==> config.mk <==
export PLATFORM = sky130hd
export DESIGN_NAME = spinand_init_top
export DESIGN_NICKNAME = d
export VERILOG_FILES = /design/src/rtl/spinand_init_pkg.sv /design/src/rtl/spinand_geom_lookup.sv /design/src/rtl/spinand_id_compare.sv /design/src/rtl/spinand_frame_build.sv /design/src/rtl/spinand_init_top.sv
export SDC_FILE = /design/constraint.sdc
export NUM_CORES = 1
export LEC_CHECK = 0
export BUFFER_PORTS_ARGS = -buffer_cell sky130_fd_sc_hd__buf_4
export CORE_MARGIN = 8
export CORE_UTILIZATION = 35
export CTS_BUF_LIST = sky130_fd_sc_hd__clkbuf_4
export DETAILED_ROUTE_END_ITERATION = 8
export PLACE_DENSITY = 0.72
export RECOVER_POWER = 100
export SYNTH_ARGS = -nofsm -noshare
export SYNTH_HDL_FRONTEND = slang
export SYNTH_SLANG_ARGS = --single-unit
==> constraint.sdc <==
create_clock -name clk -period 1.6 [get_ports clk]
set_input_delay 0.4 -clock clk [delete_from_list [all_inputs] [get_ports clk]]
set_output_delay 0.4 -clock clk [all_outputs]
set_load 0.005 [all_outputs]
==> src/rtl/spinand_init_pkg.sv <==
package spinand_init_pkg;

  localparam int SZ_W = 32;
  localparam int SH_W = 6;

  typedef enum logic [2:0] {
    ST_IDLE,
    ST_RST,
    ST_RDY,
    ST_ID1,
    ST_ID2,
    ST_MAP,
    ST_UNLK
  } step_t;

  typedef enum logic [2:0] {
    E_NONE        = 3'd0,
    E_RDY_TMO     = 3'd1,
    E_ID_MISMATCH = 3'd2,
    E_UNKNOWN     = 3'd3,
    E_BUS         = 3'd4
  } err_t;

  typedef struct packed {
    logic [SZ_W-1:0] page_b;
    logic [SZ_W-1:0] block_b;
    logic [SZ_W-1:0] spare_b;
    logic [SZ_W-1:0] chip_mib;
    logic [SH_W-1:0] page_sh;
    logic [SH_W-1:0] block_sh;
  } geom_t;

  // Index of the lowest set bit; 0 for a zero value.
  function automatic logic [SH_W-1:0] low_bit_pos(input logic [SZ_W-1:0] v);
    logic [SH_W-1:0] pos;
    pos = '0;
    for (int i = SZ_W - 1; i >= 0; i--) begin
      if (v[i]) pos = SH_W'(i);
    end
    return pos;
  endfunction

endpackage

==> src/rtl/spinand_geom_lookup.sv <==
module spinand_geom_lookup
  import spinand_init_pkg::*;
#(
  parameter int                  N_CODES  = 2,
  parameter logic [N_CODES*8-1:0] CODES   = {8'hA4, 8'hB4},
  parameter logic [SZ_W-1:0]     PAGE_B   = 32'd4096,
  parameter logic [SZ_W-1:0]     BLOCK_B  = 32'd262144,
  parameter logic [SZ_W-1:0]     SPARE_B  = 32'd256,
  parameter logic [SZ_W-1:0]     CHIP_MIB = 32'd512
) (
  input  logic [7:0] dev_code,
  output logic       hit,
  output geom_t      geom
);

  logic [N_CODES-1:0] match;

  for (genvar g = 0; g < N_CODES; g++) begin : g_code
    assign match[g] = (dev_code == CODES[g*8 +: 8]);
  end

  geom_t known;

  always_comb begin
    known.page_b   = PAGE_B;
    known.block_b  = BLOCK_B;
    known.spare_b  = SPARE_B;
    known.chip_mib = CHIP_MIB;
    known.page_sh  = low_bit_pos(PAGE_B);
    known.block_sh = low_bit_pos(BLOCK_B);
  end

  assign hit  = |match;
  assign geom = hit ? known : '0;

endmodule

==> src/rtl/spinand_id_compare.sv <==
module spinand_id_compare (
  input  logic [15:0] first_id,
  input  logic [15:0] second_id,
  output logic        same,
  output logic [7:0]  man,
  output logic [7:0]  dev
);

  // The first received byte sits in the low half of each read.
  assign same = (first_id == second_id);
  assign man  = first_id[7:0];
  assign dev  = first_id[15:8];

endmodule

==> src/rtl/spinand_frame_build.sv <==
module spinand_frame_build
  import spinand_init_pkg::*;
#(
  parameter logic [7:0] RST_OP   = 8'hFF,
  parameter logic [7:0] ID_OP    = 8'h9F,
  parameter logic [7:0] SET_OP   = 8'h1F,
  parameter logic [7:0] LOCK_REG = 8'hA0,
  parameter logic [7:0] OPEN_VAL = 8'h00
) (
  input  step_t      step,
  output logic       fe_req,
  output logic [7:0] fe_cmd0,
  output logic [7:0] fe_cmd1,
  output logic [1:0] fe_ncmd,
  output logic [1:0] fe_ntx,
  output logic [7:0] fe_tx,
  output logic [1:0] fe_nrx,
  output logic       rp_req
);

  always_comb begin
    fe_req  = 1'b0;
    fe_cmd0 = '0;
    fe_cmd1 = '0;
    fe_ncmd = '0;
    fe_ntx  = '0;
    fe_tx   = '0;
    fe_nrx  = '0;
    rp_req  = 1'b0;
    unique case (step)
      ST_RST: begin
        fe_req  = 1'b1;
        fe_cmd0 = RST_OP;
        fe_ncmd = 2'd1;
      end
      ST_RDY: rp_req = 1'b1;
      ST_ID1, ST_ID2: begin
        fe_req  = 1'b1;
        fe_cmd0 = ID_OP;
        fe_ncmd = 2'd1;
        fe_nrx  = 2'd2;
      end
      ST_UNLK: begin
        fe_req  = 1'b1;
        fe_cmd0 = SET_OP;
        fe_cmd1 = LOCK_REG;
        fe_ncmd = 2'd2;
        fe_ntx  = 2'd1;
        fe_tx   = OPEN_VAL;
      end
      default: ;
    endcase
  end

endmodule

==> src/rtl/spinand_init_top.sv <==
module spinand_init_top
  import spinand_init_pkg::*;
#(
  parameter int                   N_CODES  = 2,
  parameter logic [N_CODES*8-1:0] CODES    = {8'hA4, 8'hB4},
  parameter logic [SZ_W-1:0]      PAGE_B   = 32'd4096,
  parameter logic [SZ_W-1:0]      BLOCK_B  = 32'd262144,
  parameter logic [SZ_W-1:0]      SPARE_B  = 32'd256,
  parameter logic [SZ_W-1:0]      CHIP_MIB = 32'd512,
  parameter logic [7:0]           RST_OP   = 8'hFF,
  parameter logic [7:0]           ID_OP    = 8'h9F,
  parameter logic [7:0]           SET_OP   = 8'h1F,
  parameter logic [7:0]           LOCK_REG = 8'hA0
) (
  input  logic            clk,
  input  logic            rst_n,
  input  logic            start,
  output logic            busy,
  output logic            init_ok,
  output logic            init_fail,
  output logic [2:0]      err_code,
  output logic [7:0]      man_id,
  output logic [7:0]      dev_id,
  output logic [SZ_W-1:0] page_bytes,
  output logic [SZ_W-1:0] block_bytes,
  output logic [SZ_W-1:0] spare_bytes,
  output logic [SZ_W-1:0] chip_mib,
  output logic [SH_W-1:0] page_shift,
  output logic [SH_W-1:0] block_shift,
  output logic            fe_req,
  output logic [7:0]      fe_cmd0,
  output logic [7:0]      fe_cmd1,
  output logic [1:0]      fe_ncmd,
  output logic [1:0]      fe_ntx,
  output logic [7:0]      fe_tx,
  output logic [1:0]      fe_nrx,
  input  logic            fe_done,
  input  logic            fe_fail,
  input  logic [15:0]     fe_rx,
  output logic            rp_req,
  input  logic            rp_done,
  input  logic            rp_timeout
);

  step_t       step;
  err_t        err_q;
  geom_t       geom_q;
  geom_t       geom_lu;
  logic [15:0] id_a;
  logic [15:0] id_b;
  logic [7:0]  id_man;
  logic [7:0]  id_dev;
  logic        ok_q;
  logic        fail_q;

  // Named internal events used by the checker.
  logic id_same;
  logic code_hit;
  logic accept_start;

  assign accept_start = (step == ST_IDLE) && start;

  spinand_id_compare u_idcmp (
    .first_id  (id_a),
    .second_id (id_b),
    .same      (id_same),
    .man       (id_man),
    .dev       (id_dev)
  );

  spinand_geom_lookup #(
    .N_CODES  (N_CODES),
    .CODES    (CODES),
    .PAGE_B   (PAGE_B),
    .BLOCK_B  (BLOCK_B),
    .SPARE_B  (SPARE_B),
    .CHIP_MIB (CHIP_MIB)
  ) u_geom (
    .dev_code (id_dev),
    .hit      (code_hit),
    .geom     (geom_lu)
  );

  spinand_frame_build #(
    .RST_OP   (RST_OP),
    .ID_OP    (ID_OP),
    .SET_OP   (SET_OP),
    .LOCK_REG (LOCK_REG),
    .OPEN_VAL (8'h00)
  ) u_frame (
    .step    (step),
    .fe_req  (fe_req),
    .fe_cmd0 (fe_cmd0),
    .fe_cmd1 (fe_cmd1),
    .fe_ncmd (fe_ncmd),
    .fe_ntx  (fe_ntx),
    .fe_tx   (fe_tx),
    .fe_nrx  (fe_nrx),
    .rp_req  (rp_req)
  );

  always_ff @(posedge clk) begin
    if (!rst_n) begin
      step   <= ST_IDLE;
      err_q  <= E_NONE;
      geom_q <= '0;
      id_a   <= '0;
      id_b   <= '0;
      ok_q   <= 1'b0;
      fail_q <= 1'b0;
      man_id <= '0;
      dev_id <= '0;
    end else begin
      unique case (step)
        ST_IDLE: begin
          if (accept_start) begin
            step   <= ST_RST;
            err_q  <= E_NONE;
            geom_q <= '0;
            ok_q   <= 1'b0;
            fail_q <= 1'b0;
            man_id <= '0;
            dev_id <= '0;
          end
        end
        ST_RST: begin
          if (fe_done) begin
            if (fe_fail) begin
              step   <= ST_IDLE;
              fail_q <= 1'b1;
              err_q  <= E_BUS;
            end else begin
              step <= ST_RDY;
            end
          end
        end
        ST_RDY: begin
          if (rp_done) begin
            if (rp_timeout) begin
              step   <= ST_IDLE;
              fail_q <= 1'b1;
              err_q  <= E_RDY_TMO;
            end else begin
              step <= ST_ID1;
            end
          end
        end
        ST_ID1: begin
          if (fe_done) begin
            if (fe_fail) begin
              step   <= ST_IDLE;
              fail_q <= 1'b1;
              err_q  <= E_BUS;
            end else begin
              id_a <= fe_rx;
              step <= ST_ID2;
            end
          end
        end
        ST_ID2: begin
          if (fe_done) begin
            if (fe_fail) begin
              step   <= ST_IDLE;
              fail_q <= 1'b1;
              err_q  <= E_BUS;
            end else begin
              id_b <= fe_rx;
              step <= ST_MAP;
            end
          end
        end
        ST_MAP: begin
          man_id <= id_man;
          dev_id <= id_dev;
          if (!id_same) begin
            step   <= ST_IDLE;
            fail_q <= 1'b1;
            err_q  <= E_ID_MISMATCH;
          end else if (!code_hit) begin
            step   <= ST_IDLE;
            fail_q <= 1'b1;
            err_q  <= E_UNKNOWN;
          end else begin
            step <= ST_UNLK;
          end
        end
        ST_UNLK: begin
          if (fe_done) begin
            step <= ST_IDLE;
            if (fe_fail) begin
              fail_q <= 1'b1;
              err_q  <= E_BUS;
            end else begin
              ok_q   <= 1'b1;
              geom_q <= geom_lu;
            end
          end
        end
        default: step <= ST_IDLE;
      endcase
    end
  end

  assign busy        = (step != ST_IDLE);
  assign init_ok     = ok_q;
  assign init_fail   = fail_q;
  assign err_code    = err_q;
  assign page_bytes  = geom_q.page_b;
  assign block_bytes = geom_q.block_b;
  assign spare_bytes = geom_q.spare_b;
  assign chip_mib    = geom_q.chip_mib;
  assign page_shift  = geom_q.page_sh;
  assign block_shift = geom_q.block_sh;

endmodule

==> results by group <==
Run status
  • Status: complete, but fails checks
  • Failing checks: setup timing

Power
  • Power Dens Cells: roughly 650 nW/um2
  • Overall power: roughly 2.8 mW
  • Static Leak: around 2.0 nW
  • VDD IR max: 0.000391 V

Logic synthesis
  • Yosys top cell by area: buf_4
  • Synth Area in Compound Gates: 0.144
  • Synth Flop Type: dfxtp_1
  • Post-synth EDFFs: 0
  • #FFs+latches synth: 57
  • Post-synthesis mux area share: 0.0131
  • Syn_area_per_cell: between 8 and 9 um2
  • Sequential-to-total area share from yosys stat: 0.298
  • Cells after Synth: between 400 and 500
  • Top-count cell post-synth: buf_4
  • Post-Synth Adder-Cell Area: 0.00327
  • Ys Warns: 0
  • Post-Syn Area: ~3800 um2
  • Largest family of logic cells by synthesized area: buffers and inverters
  • Synth top area cells: buf_4, dfxtp_1, nand2_1
  • Synth Area in Simple Gates: 0.159
  • Synth top area share: 0.328
  • Commonest cells in the netlist: buf_4, nand2_1, dfxtp_1
  • Yosys cell types: 44
  • Asr flop ratio synth: 0
  • XOR/XNOR Fraction of Synth Area: 0.0321

GRT
  • Largest net degree at the start of global routing: 37
  • Vias in the first global route: 2,878
  • First-pass GRT wire length: ~15 mm
  • Total gr overflow: 0
  • Gr usage total: 0.128
  • Initial antenna violation count: 0

Clock network
  • Htree depth: 3
  • CTS buffer count: 9
  • Clock transition at the registers of the reported paths: about 0.09 ns
  • Max clock buf depth: 2
  • Root buf cell: clkbuf_4
  • Hold buffers post-CTS: 0
  • Clk_lat worst skew: around 0.4 ns
  • Clk sinks: 57
  • CTS tree: done

Routing
  • First-pass DRT Iterations: 4
  • Vias: between 2k and 3k
  • DR DRC count: 0
  • Routed WL: between 9 and 10 mm
  • Vias per cell: around 4.0
  • WL per Instance: about 14 um
  • Initial DRC Count: ~160
  • Antenna Nets Post-Route: 0

Setup path
  • Crit path kind: reg -> out
  • RR Endpoint: err_code[0]
  • Worst reg2reg setup slack: -0.17 ns
  • CP required: approximately 1.2 ns
  • Worst R2R Start: step[2]
  • Worst setup SP type: flip-flop
  • CP arrival: 1.43 ns
  • Crit path from: step[2]
  • Worst r2r path cells: 9
  • Crit path max fanout: 7
  • Setup crit end kind: primary output
  • CP Capture Point: fe_req

Cells and area
  • Register area: approximately 1200 um2
  • Multi-input logic area: 2010 um2
  • Number of fill cells: between 1k and 1.5k
  • ANT cells: 0
  • Share of cells above drive strength 1: 0.259
  • Nets: slightly below 600
  • Finished Core Util: 0.405
  • P&R area growth vs syn: 13.8%

Floorplan
  • Die Span Y: between 100 and 150 um
  • Initial Util: 0.356
  • Die Area: between 10,000 and 15,000 um2
  • Std-Cell Rows: 38
  • Die X: roughly 120 um
  • Core ar.: 10,700 um2
  • I/O pins: 217

Placed design
  • Hpwl dp: roughly 7.5 mm
  • Number of I/O port buffers: 68
  • GPL Wtd Cong: between 0.8 and 0.9
  • Pre-CTS setup slack: -0.129 ns

STA
  • Final-report setup violation count: 23
  • Worst Slack Setup Final: -0.226 ns
  • Fin. Hold Viols: 0
  • Fin crit period: 1.83 ns
  • Pins Over Slew Limit: 0
  • RSZ-0062 raised after global routing: yes
  • Fin crit share: 1.14
  • Fmax: roughly 550 MHz
  • Worst Skew: between 0.007 and 0.008 ns

Min path
  • Worst hold path type: in -> reg

Run
  • Max-cap violations: 0
==> worst max-delay path: stages, from the launching register on <==
cell and delay, ns:
dfxtp_4 0.41, inv_6 0.06, ha_4 0.28, inv_2 0.04, buf_6 0.13, buf_6 0.11
==> registers in the layout, indices dropped and copies added (netlist names) <==
register / flops
id_a: 16
step: 3
init_fail: 1
block_shift: 1
id_b: 16
init_ok: 1
man_id: 8
dev_id: 8
err_code: 3
==> where the power goes <==
| part | total [mW] | internal (mW) | switching (mW) |
|---|---|---|---|
| clock network | 0.862 | 0.396 | 0.466 |
| logic | 0.501 | 0.230 | 0.271 |
| registers | 1.45 | 1.43 | 0.0210 |
| total | 2.81 | 2.05 | 0.758 |
==> metal layers <==
metal | track usage | part of all wire | vias up
li1 | - | - | 1389
met1 | 0.125 | 0.37 | 1296
met2 | 0.247 | 0.53 | 129
met3 | 0.0522 | 0.099 | 12
met4 | 0.0242 | 0.0092 | 0
met5 | 0 | 0 | -
==> stage by stage <==
step | hold slack (ns) | instance area (um2) | setup TNS [ns] | std cells
global placement | 0.455 | 4040 | -0.194 | 671
global route | 0.215 | 4350 | -5.75 | 699
floorplan | 0.443 | 4410 | 0 | 615
detailed placement | 0.461 | 4040 | -2.35 | 671
CTS | 0.238 | 4340 | -3.86 | 695
finish | 0.261 | 4350 | -3.33 | 699
==> area by class of cell <==
type	count	share of cell area
multi-input combinational	370	0.461
sequential	57	0.265
timing repair buffer	110	0.199
tap	140	0.0403
clock buffer	14	0.0242
inverter	7	0.00891
clock inverter	1	0.000863
==> how the worst min path moves through the flow <==
stage                      startpoint           to  depth (start not counted)
after floorplan              id_b[15]     id_b[15]                          2
after global placement       id_b[15]     id_b[15]                          2
after detailed placement  err_code[1]  err_code[1]                          2
after CTS                   fe_rx[13]     id_a[13]                          3
after global routing         fe_rx[2]      id_b[2]                          3
final                        fe_rx[2]      id_b[2]                          3
==> kinds of logic after synthesis <==
group                    after synthesis
multiplexers                           5
AND/OR/NAND/NOR                      128
flip-flops                            57
other                                  1
buffers and inverters                188
AO/OA/AOI/OAI                         74
adder cells (fa/ha/maj)                1
XOR/XNOR                              14
==> cell usage in the layout, fill, tap and decap left out, types with 2 or more instances in the layout <==
cell	Yosys	final
buf_12	0	2
clkbuf_1	12	9
clkbuf_4	0	35
nand2_1	73	72
conb_1	1	148
dfxtp_1	57	53
a21o_1	4	3
dfxtp_4	0	3
nand3_1	3	3
and3_1	2	2
or2_4	0	2
a22oi_1	16	16
and2_4	0	2
nor3b_1	2	2
nor3_4	0	2
a21oi_1	2	2
o21ai_0	4	3
nor2b_1	20	19
o211ai_1	2	2
nor2_4	0	2
buf_4	167	63
inv_1	5	4
nor2_1	10	8
a21boi_0	34	32
xnor2_1	9	9
nand2b_1	3	3
nand2_2	1	2
a31oi_1	3	3
a21boi_1	0	2
mux2i_1	5	4
buf_6	0	14
xor2_1	5	5
==> what timing repair did <==
item | 4_1_cts | 5_1_grt
setup buffers | 9 | 4
resized for setup | 36 | 10
pin swaps | 14 | 7
setup endpoints to repair | 56 | 47
Note: power is estimated with default switching activity, not from simulation.
